--- config.mk ---
export PLATFORM = sky130hd
export DESIGN_NAME = flash_status_rdgen
export DESIGN_NICKNAME = d
export VERILOG_FILES = /design/src/rtl/flash_status_rdgen_pkg.sv /design/src/rtl/rsg_addr_match.sv /design/src/rtl/rsg_toggle.sv /design/src/rtl/rsg_status_mux.sv /design/src/rtl/flash_status_rdgen.sv
export SDC_FILE = /design/constraint.sdc
export NUM_CORES = 1
export LEC_CHECK = 0
export BUFFER_PORTS_ARGS = -buffer_cell sky130_fd_sc_hd__buf_2
export CAP_MARGIN = 20
export CORE_MARGIN = 2
export CORE_UTILIZATION = 36
export DETAILED_ROUTE_END_ITERATION = 10
export GPL_ROUTABILITY_DRIVEN = 1
export HOLD_SLACK_MARGIN = 0.08
export PLACE_DENSITY = 0.83
export SLEW_MARGIN = 20
export SYNTH_ARGS = -nofsm -noshare
export SYNTH_HDL_FRONTEND = slang
export SYNTH_SLANG_ARGS = --single-unit
export TNS_END_PERCENT = 5
--- constraint.sdc ---
create_clock -name clk -period 1.6 [get_ports clk]
set_input_delay 0.24 -clock clk [delete_from_list [all_inputs] [get_ports clk]]
set_output_delay 0.24 -clock clk [all_outputs]
set_load 0.02 [all_outputs]
--- src/rtl/flash_status_rdgen_pkg.sv ---
package flash_status_rdgen_pkg;

  typedef enum logic [1:0] {
    OPK_NONE  = 2'b00,
    OPK_PROG  = 2'b01,
    OPK_ERASE = 2'b10,
    OPK_RSVD  = 2'b11
  } opk_e;

  // Polling bit value while busy: inverse of the loaded top bit only for a
  // byte program read at the loaded address, zero otherwise.
  function automatic logic poll_value(input opk_e op, input logic addr_hit,
                                      input logic loaded_top);
    return (op == OPK_PROG && addr_hit) ? ~loaded_top : 1'b0;
  endfunction

  // Next state of the toggle flag for one clock.
  function automatic logic toggle_next(input logic cur, input logic advance);
    return advance ? ~cur : cur;
  endfunction

endpackage

--- src/rtl/rsg_addr_match.sv ---
module rsg_addr_match #(
  parameter int ADDR_W = 16
) (
  input  logic [ADDR_W-1:0] addr_a,
  input  logic [ADDR_W-1:0] addr_b,
  output logic              hit
);
  logic [ADDR_W-1:0] diff;

  for (genvar i = 0; i < ADDR_W; i++) begin : g_bit
    assign diff[i] = addr_a[i] ^ addr_b[i];
  end

  assign hit = ~|diff;
endmodule

--- src/rtl/rsg_toggle.sv ---
module rsg_toggle (
  input  logic clk,
  input  logic rst_n,
  input  logic advance,
  output logic tgl_q
);
  import flash_status_rdgen_pkg::*;

  always_ff @(posedge clk or negedge rst_n) begin
    if (!rst_n) tgl_q <= 1'b0;
    else        tgl_q <= toggle_next(tgl_q, advance);
  end
endmodule

--- src/rtl/rsg_status_mux.sv ---
module rsg_status_mux #(
  parameter int DATA_W = 8
) (
  input  logic              busy,
  input  logic [1:0]        op_kind,
  input  logic              addr_hit,
  input  logic              loaded_top,
  input  logic              tgl_q,
  input  logic [DATA_W-1:0] array_data,
  output logic [DATA_W-1:0] byte_out
);
  import flash_status_rdgen_pkg::*;

  localparam int POLL_BIT = DATA_W - 1;
  localparam int TGL_BIT  = DATA_W - 2;

  logic poll_v;
  assign poll_v = poll_value(opk_e'(op_kind), addr_hit, loaded_top);

  for (genvar i = 0; i < DATA_W; i++) begin : g_bit
    if (i == POLL_BIT) begin : g_poll
      assign byte_out[i] = busy ? poll_v : array_data[i];
    end else if (i == TGL_BIT) begin : g_tgl
      assign byte_out[i] = busy ? tgl_q : array_data[i];
    end else begin : g_zero
      assign byte_out[i] = busy ? 1'b0 : array_data[i];
    end
  end
endmodule

--- src/rtl/flash_status_rdgen.sv ---
module flash_status_rdgen #(
  parameter int ADDR_W = 16,
  parameter int DATA_W = 8
) (
  input  logic              clk,
  input  logic              rst_n,
  input  logic              busy,
  input  logic [1:0]        op_kind,
  input  logic [ADDR_W-1:0] last_addr,
  input  logic [DATA_W-1:0] last_data,
  input  logic [ADDR_W-1:0] rd_addr,
  input  logic              rd_strobe,
  input  logic [DATA_W-1:0] array_data,
  output logic [DATA_W-1:0] rd_data
);
  localparam int POLL_BIT = DATA_W - 1;

  // Named internal events for the checker.
  logic              addr_hit;
  logic              tgl_adv;
  logic              tgl_q;
  logic [DATA_W-1:0] formed;

  assign tgl_adv = rd_strobe & busy;

  rsg_addr_match #(.ADDR_W(ADDR_W)) u_match (
    .addr_a (rd_addr),
    .addr_b (last_addr),
    .hit    (addr_hit)
  );

  rsg_toggle u_tgl (
    .clk     (clk),
    .rst_n   (rst_n),
    .advance (tgl_adv),
    .tgl_q   (tgl_q)
  );

  rsg_status_mux #(.DATA_W(DATA_W)) u_mux (
    .busy       (busy),
    .op_kind    (op_kind),
    .addr_hit   (addr_hit),
    .loaded_top (last_data[POLL_BIT]),
    .tgl_q      (tgl_q),
    .array_data (array_data),
    .byte_out   (formed)
  );

  always_ff @(posedge clk or negedge rst_n) begin
    if (!rst_n)         rd_data <= '0;
    else if (rd_strobe) rd_data <= formed;
  end
endmodule

# == Yosys cells after proc, flatten, opt, wreduce, memory -nomap -nowiden ==
# Index checks and enable logic that the tools add are counted.
# word_totals
regBits,9
in_bits,54
elab_cells,34
# op_classes
n_eq_ne,1
muxes,9
bitwise,19
n_reduce_logical,3
# ops
cell,count
$reduce_or A16 Y1,1
$xor A1 B1 Y1,16
$mux W1,9
$eq A2 B1 Y1 const B,1
$not A1 Y1,2
$and A1 B1 Y1,1
$logic_and A1 B1 Y1,1
$logic_not A1 Y1,1

# == Logic depth before layout (Yosys ltp) ==
# logic_depth
word_depth,6
ltp_mapped,4

# == Modules after synthesis ==
# Synthesis repeated with hierarchy kept, for this count alone.
# unflattened
hier_cells,51
hier_area_um2,633.1
# by_module_without_submodules
module,instances,cells_per_inst,area_each_um2,seq_area_each_um2
flash_status_rdgen,1,18,339.1,200.2
rsg_addr_match,1,21,177.7,0.0
rsg_status_mux,1,10,82.6,0.0
rsg_toggle,1,2,33.8,25.0

# == Worst setup path after synthesis ==
# OpenSTA, ideal clock, no wires.
# synth_path
kind,input -> register
startpoint,input port last_addr[15]
endpoint,register rd_data[7]
arrival_time_ns,0.845
slack_ns,0.679
cell_stages,4
path_buffers,0
cell_sequence,xor2_1 nor4_2 nand3_1 o21ai_1
# synth_via
elab_chain_len,6
# synth_lines
element,line_no,rtl
from (decl),flash_status_rdgen.sv:9,"input logic [ADDR_W-1:0] last_addr,"
$xor A1 B1 Y1,rsg_addr_match.sv:11,assign diff[i] = addr_a[i] ^ addr_b[i];
$reduce_or A16 Y1,rsg_addr_match.sv:14,assign hit = ~|diff;
$logic_not A1 Y1,rsg_addr_match.sv:14,
$logic_and A1 B1 Y1,flash_status_rdgen_pkg.sv:14,return (op == OPK_PROG && addr_hit) ? ~loaded_top : 1'b0;
$mux W1,flash_status_rdgen_pkg.sv:14,
$mux W1,rsg_status_mux.sv:22,assign byte_out[i] = busy ? poll_v : array_data[i];
to (signal assigned),flash_status_rdgen.sv:51,else if (rd_strobe) rd_data <= formed;
to (decl),flash_status_rdgen.sv:14,output logic [DATA_W-1:0] rd_data
# No other way between the ends.
# A chain may end at the register's enable or synchronous reset.

# == Worst setup path in the final report ==
# layout_path
startpoint,register rd_data[6]
endpoint,output port rd_data[6]
# No word-level cell between the ends.

==> out/qor.json <==
{
  "run_status": {"value": "completed"},
  "max-cap-violations": {"value": 0},
  "clk_root_buffer_cell": {"value": "sky130_fd_sc_hd__clkbuf_4"},
  "rsz_0062_raised_after_global_routing": {"value": "false"},
  "cell_family_with_most_cp_delay": {"value": "flip-flops"},
  "final_max_slew_viol_count": {"value": 0},
  "clk_pin_slew_worst_paths": {"value": 0.06, "unit": "ns"},
  "hold_violations": {"value": 0},
  "mean_post_synth_cell_area": {"value": 9.61, "unit": "sq um"},
  "synth-adder-area-share": {"value": 0, "unit": "%"},
  "synth_top_area_share": {"value": 39.0, "unit": "%"},
  "p_seq_share": {"value": 43.1, "unit": "%"},
  "cts_num_sinks": {"value": 9},
  "port_buffers": {"value": 54},
  "tritoncts": {"value": "yes"},
  "timing.critical_path.slowest_stage_cell": {"value": "sky130_fd_sc_hd__dfrtp_1"},
  "ys_seq_area_share": {"value": 39.0, "unit": "%"},
  "ys_seq_elements": {"value": 9},
  "register_area": {"value": 225, "unit": "sq um"},
  "vias_per_cell": {"value": 4.69},
  "top_level_ports": {"value": 62},
  "power.switching_fraction": {"value": 29.6, "unit": "%"},
  "fillCellCount": {"value": 144},
  "leakagePower": {"value": 0.478, "unit": "nW"},
  "worstSetupEndpointType": {"value": "output port"},
  "ff2ff_setup_slack": {"value": 0.86, "unit": "ns"},
  "ys_warn_count": {"value": 0},
  "post_cts_resized": {"value": 0},
  "die_area": {"value": 0.00194, "unit": "sq mm"},
  "fraction_of_synthesized_area_in_multiplexers": {"value": 1.74, "unit": "%"},
  "cp-start-kind": {"value": "flip-flop"},
  "fin_tns_setup": {"value": 0, "unit": "ns"},
  "post_synth_instance_area": {"value": 577, "unit": "sq um"},
  "max_slew.worst_pin.slew": {"value": 0.249, "unit": "ns"},
  "finalSetupViolations": {"value": 0},
  "dp_hpwl": {"value": 1170, "unit": "um"},
  "die_height": {"value": 44.0, "unit": "um"},
  "synth_compound_area_share": {"value": 8.68, "unit": "%"},
  "drt_iter0_drc": {"value": 2},
  "drt-wirelength-per-cell": {"value": 10.0, "unit": "um"},
  "worstSetupPathType": {"value": "reg -> out"},
  "cp.required": {"value": 1.36, "unit": "ns"},
  "p_switching": {"value": 0.192, "unit": "mW"},
  "achievable-frequency": {"value": 974, "unit": "MHz"},
  "post_synth_and_or_nand_nor_area_fraction": {"value": 19.3, "unit": "%"},
  "synth_top_family_by_area": {"value": "XOR/XNOR gates"},
  "core-area": {"value": 0.00151, "unit": "sq mm"},
  "biggest_fanout_along_the_worst_timing_path": {"value": 2},
  "min_path_type": {"value": "in -> reg"},
  "antenna_diode_count": {"value": 0},
  "power.ir.vdd_worst": {"value": 0.000257, "unit": "V"},
  "pwr-share-comb": {"value": 30.8, "unit": "%"},
  "flow.area_growth_from_synthesis": {"value": 55.7, "unit": "%"},
  "synth_cell_types": {"value": 16},
  "timing.clock.skew": {"value": 0.0000671, "unit": "ns"},
  "yosys.area_share.xor_xnor": {"value": 25.8, "unit": "%"},
  "multi_input_logic_area": {"value": 320, "unit": "sq um"},
  "clock_insertion_delay_worst_skew": {"value": 0.25, "unit": "ns"},
  "grt.total_usage": {"value": 15.5, "unit": "%"},
  "cts_buffer_depth": {"value": 2},
  "initial_utilization": {"value": 38.3, "unit": "%"},
  "fin_crit_sh": {"value": 64.2, "unit": "%"},
  "power_density": {"value": 722, "unit": "mW/mm^2"},
  "place_congestion": {"value": 0.731},
  "worst_path_cell_chain": {"value": "buf_2"},
  "tritoncts.num_buffers": {"value": 3},
  "1st_pass_router_iterations": {"value": 3},
  "antenna_found_initial": {"value": 0},
  "cells_taking_the_most_area_after_synthesis": {"value": "sky130_fd_sc_hd__dfrtp_1 (39%), sky130_fd_sc_hd__xor2_1 (24%), sky130_fd_sc_hd__nand3b_1 (7.8%)"},
  "finalWirelength": {"value": 1340, "unit": "um"},
  "antenna_violating_nets_post_route": {"value": 0},
  "cts_max_level": {"value": 1},
  "cp_num_buf_inv": {"value": 1},
  "gr-total-overflow": {"value": 0},
  "drc": {"value": 0},
  "clock_power_share": {"value": 26.1, "unit": "%"},
  "timing.critical_path.slowest_cell_delay": {"value": 0.37, "unit": "ns"},
  "grt_max_degree": {"value": 18},
  "first_pass_grt_wire_length": {"value": 2180, "unit": "um"},
  "syn_inst": {"value": 60},
  "grt_pass1_vias": {"value": 591},
  "worst_slew_margin_rel": {"value": 83.3, "unit": "%"},
  "nNetsFinal": {"value": 173},
  "crit_arrival": {"value": 0.79, "unit": "ns"},
  "syn_nets": {"value": 114},
  "dp.cells": {"value": 129},
  "final_cell_count_no_fill": {"value": 134},
  "power.internal": {"value": 0.457, "unit": "mW"},
  "horizontal_die_dimension": {"value": 44.0, "unit": "um"},
  "placementRows": {"value": 14},
  "netlist.top_cell.by_area": {"value": "sky130_fd_sc_hd__dfrtp_1"},
  "detailroute.via_count": {"value": 629},
  "drive_gt1_share": {"value": 50.8, "unit": "%"},
  "finalWorstPathRequiredPeriod": {"value": 1.03, "unit": "ns"}
}
[kinds of logic (layout without fill, tap and decap cells)]
| group | count (synthesis) | in the layout |
|---|---|---|
| XOR/XNOR | 17 | 17 |
| AND/OR/NAND/NOR | 15 | 15 |
| AO/OA/AOI/OAI | 10 | 10 |
| flip-flops | 9 | 9 |
| buffers and inverters | 8 | 66 |
| multiplexers | 1 | 1 |
[power by group through the flow]
stage          Clock, mW  Combinational, mW  Sequential [mW]
4_1_cts            0.180              0.204            0.280
6_report           0.169              0.200            0.280
3_5_place_dp           0              0.201            0.284
3_3_place_gp           0              0.194            0.282
2_1_floorplan          0             0.0748            0.309
5_1_grt            0.190              0.224            0.285
[layout by cell type (no fill, tap or decap), drive strengths merged]
master	count
nand3	2
mux2i	1
xor2	16
nor4	4
nand3b	6
dfrtp	9
nand2	1
buf	54
dlygate4sd3	1
nor2	1
a21oi	1
nor3	1
xnor2	1
inv	7
clkbuf	4
o21ai	9
[flip-flops by register name, indices dropped and copies added (netlist names)]
name,cells
rd_data,8
u_tgl.tgl_q,1
[stage by stage]
step                setup WS (ns)  hold slack (ns)  total power, mW  area, sq um  utilization, %
floorplan                   0.679          -0.0556            0.384          577               -
global placement            0.503           0.0965            0.477          862            57.2
detailed placement          0.486           0.0991            0.486          862            57.2
CTS                         0.558            0.218            0.663          898            59.6
global route                0.538            0.232            0.699          898            59.6
finish                      0.573            0.222            0.649          898            59.6
[layer usage]
metal / GRT usage (%) / wire (um)
met1: 16.0 / 488
met2: 27.1 / 622
met3: 5.31 / 221
met4: 9.09 / 10
met5: 0 / 0
[timing repair]
item | CTS | global route
buffers inserted | 0 | 0
hold buffers | 1 | 0
endpoints found under the hold margin | 9 | 0
[final cells by class]
class | count | share of cell area, %
inverters | 7 | 2.92
well taps | 16 | 2.23
clock buffers | 4 | 2.92
flip-flops and latches | 9 | 25.1
multi-input cells | 43 | 35.7
repair buffers | 55 | 31.2
[synth_stat cells, drive strengths merged]
| library cell | instances |
|---|---|
| a21oi | 1 |
| buf | 1 |
| dfrtp | 9 |
| inv | 7 |
| mux2i | 1 |
| nand2 | 1 |
| nand3 | 2 |
| nand3b | 6 |
| nor2 | 1 |
| nor3 | 1 |
| nor4 | 4 |
| o21ai | 9 |
| xnor2 | 1 |
| xor2 | 16 |
[worst paths after layout]
kind | endpoint | start | cells after the start
worst min register to register | u_tgl.tgl_q | u_tgl.tgl_q | 1
min in group asynchronous | rd_data[3] | rst_n | 2
max in group asynchronous | rd_data[5] | rst_n | 2
worst max register to register | rd_data[6] | u_tgl.tgl_q | 2
worst max-delay path | rd_data[6] | rd_data[6] | 1
worst min-delay path | rd_data[4] | array_data[4] | 3
No activity file was read; power rests on OpenSTA's default activity.
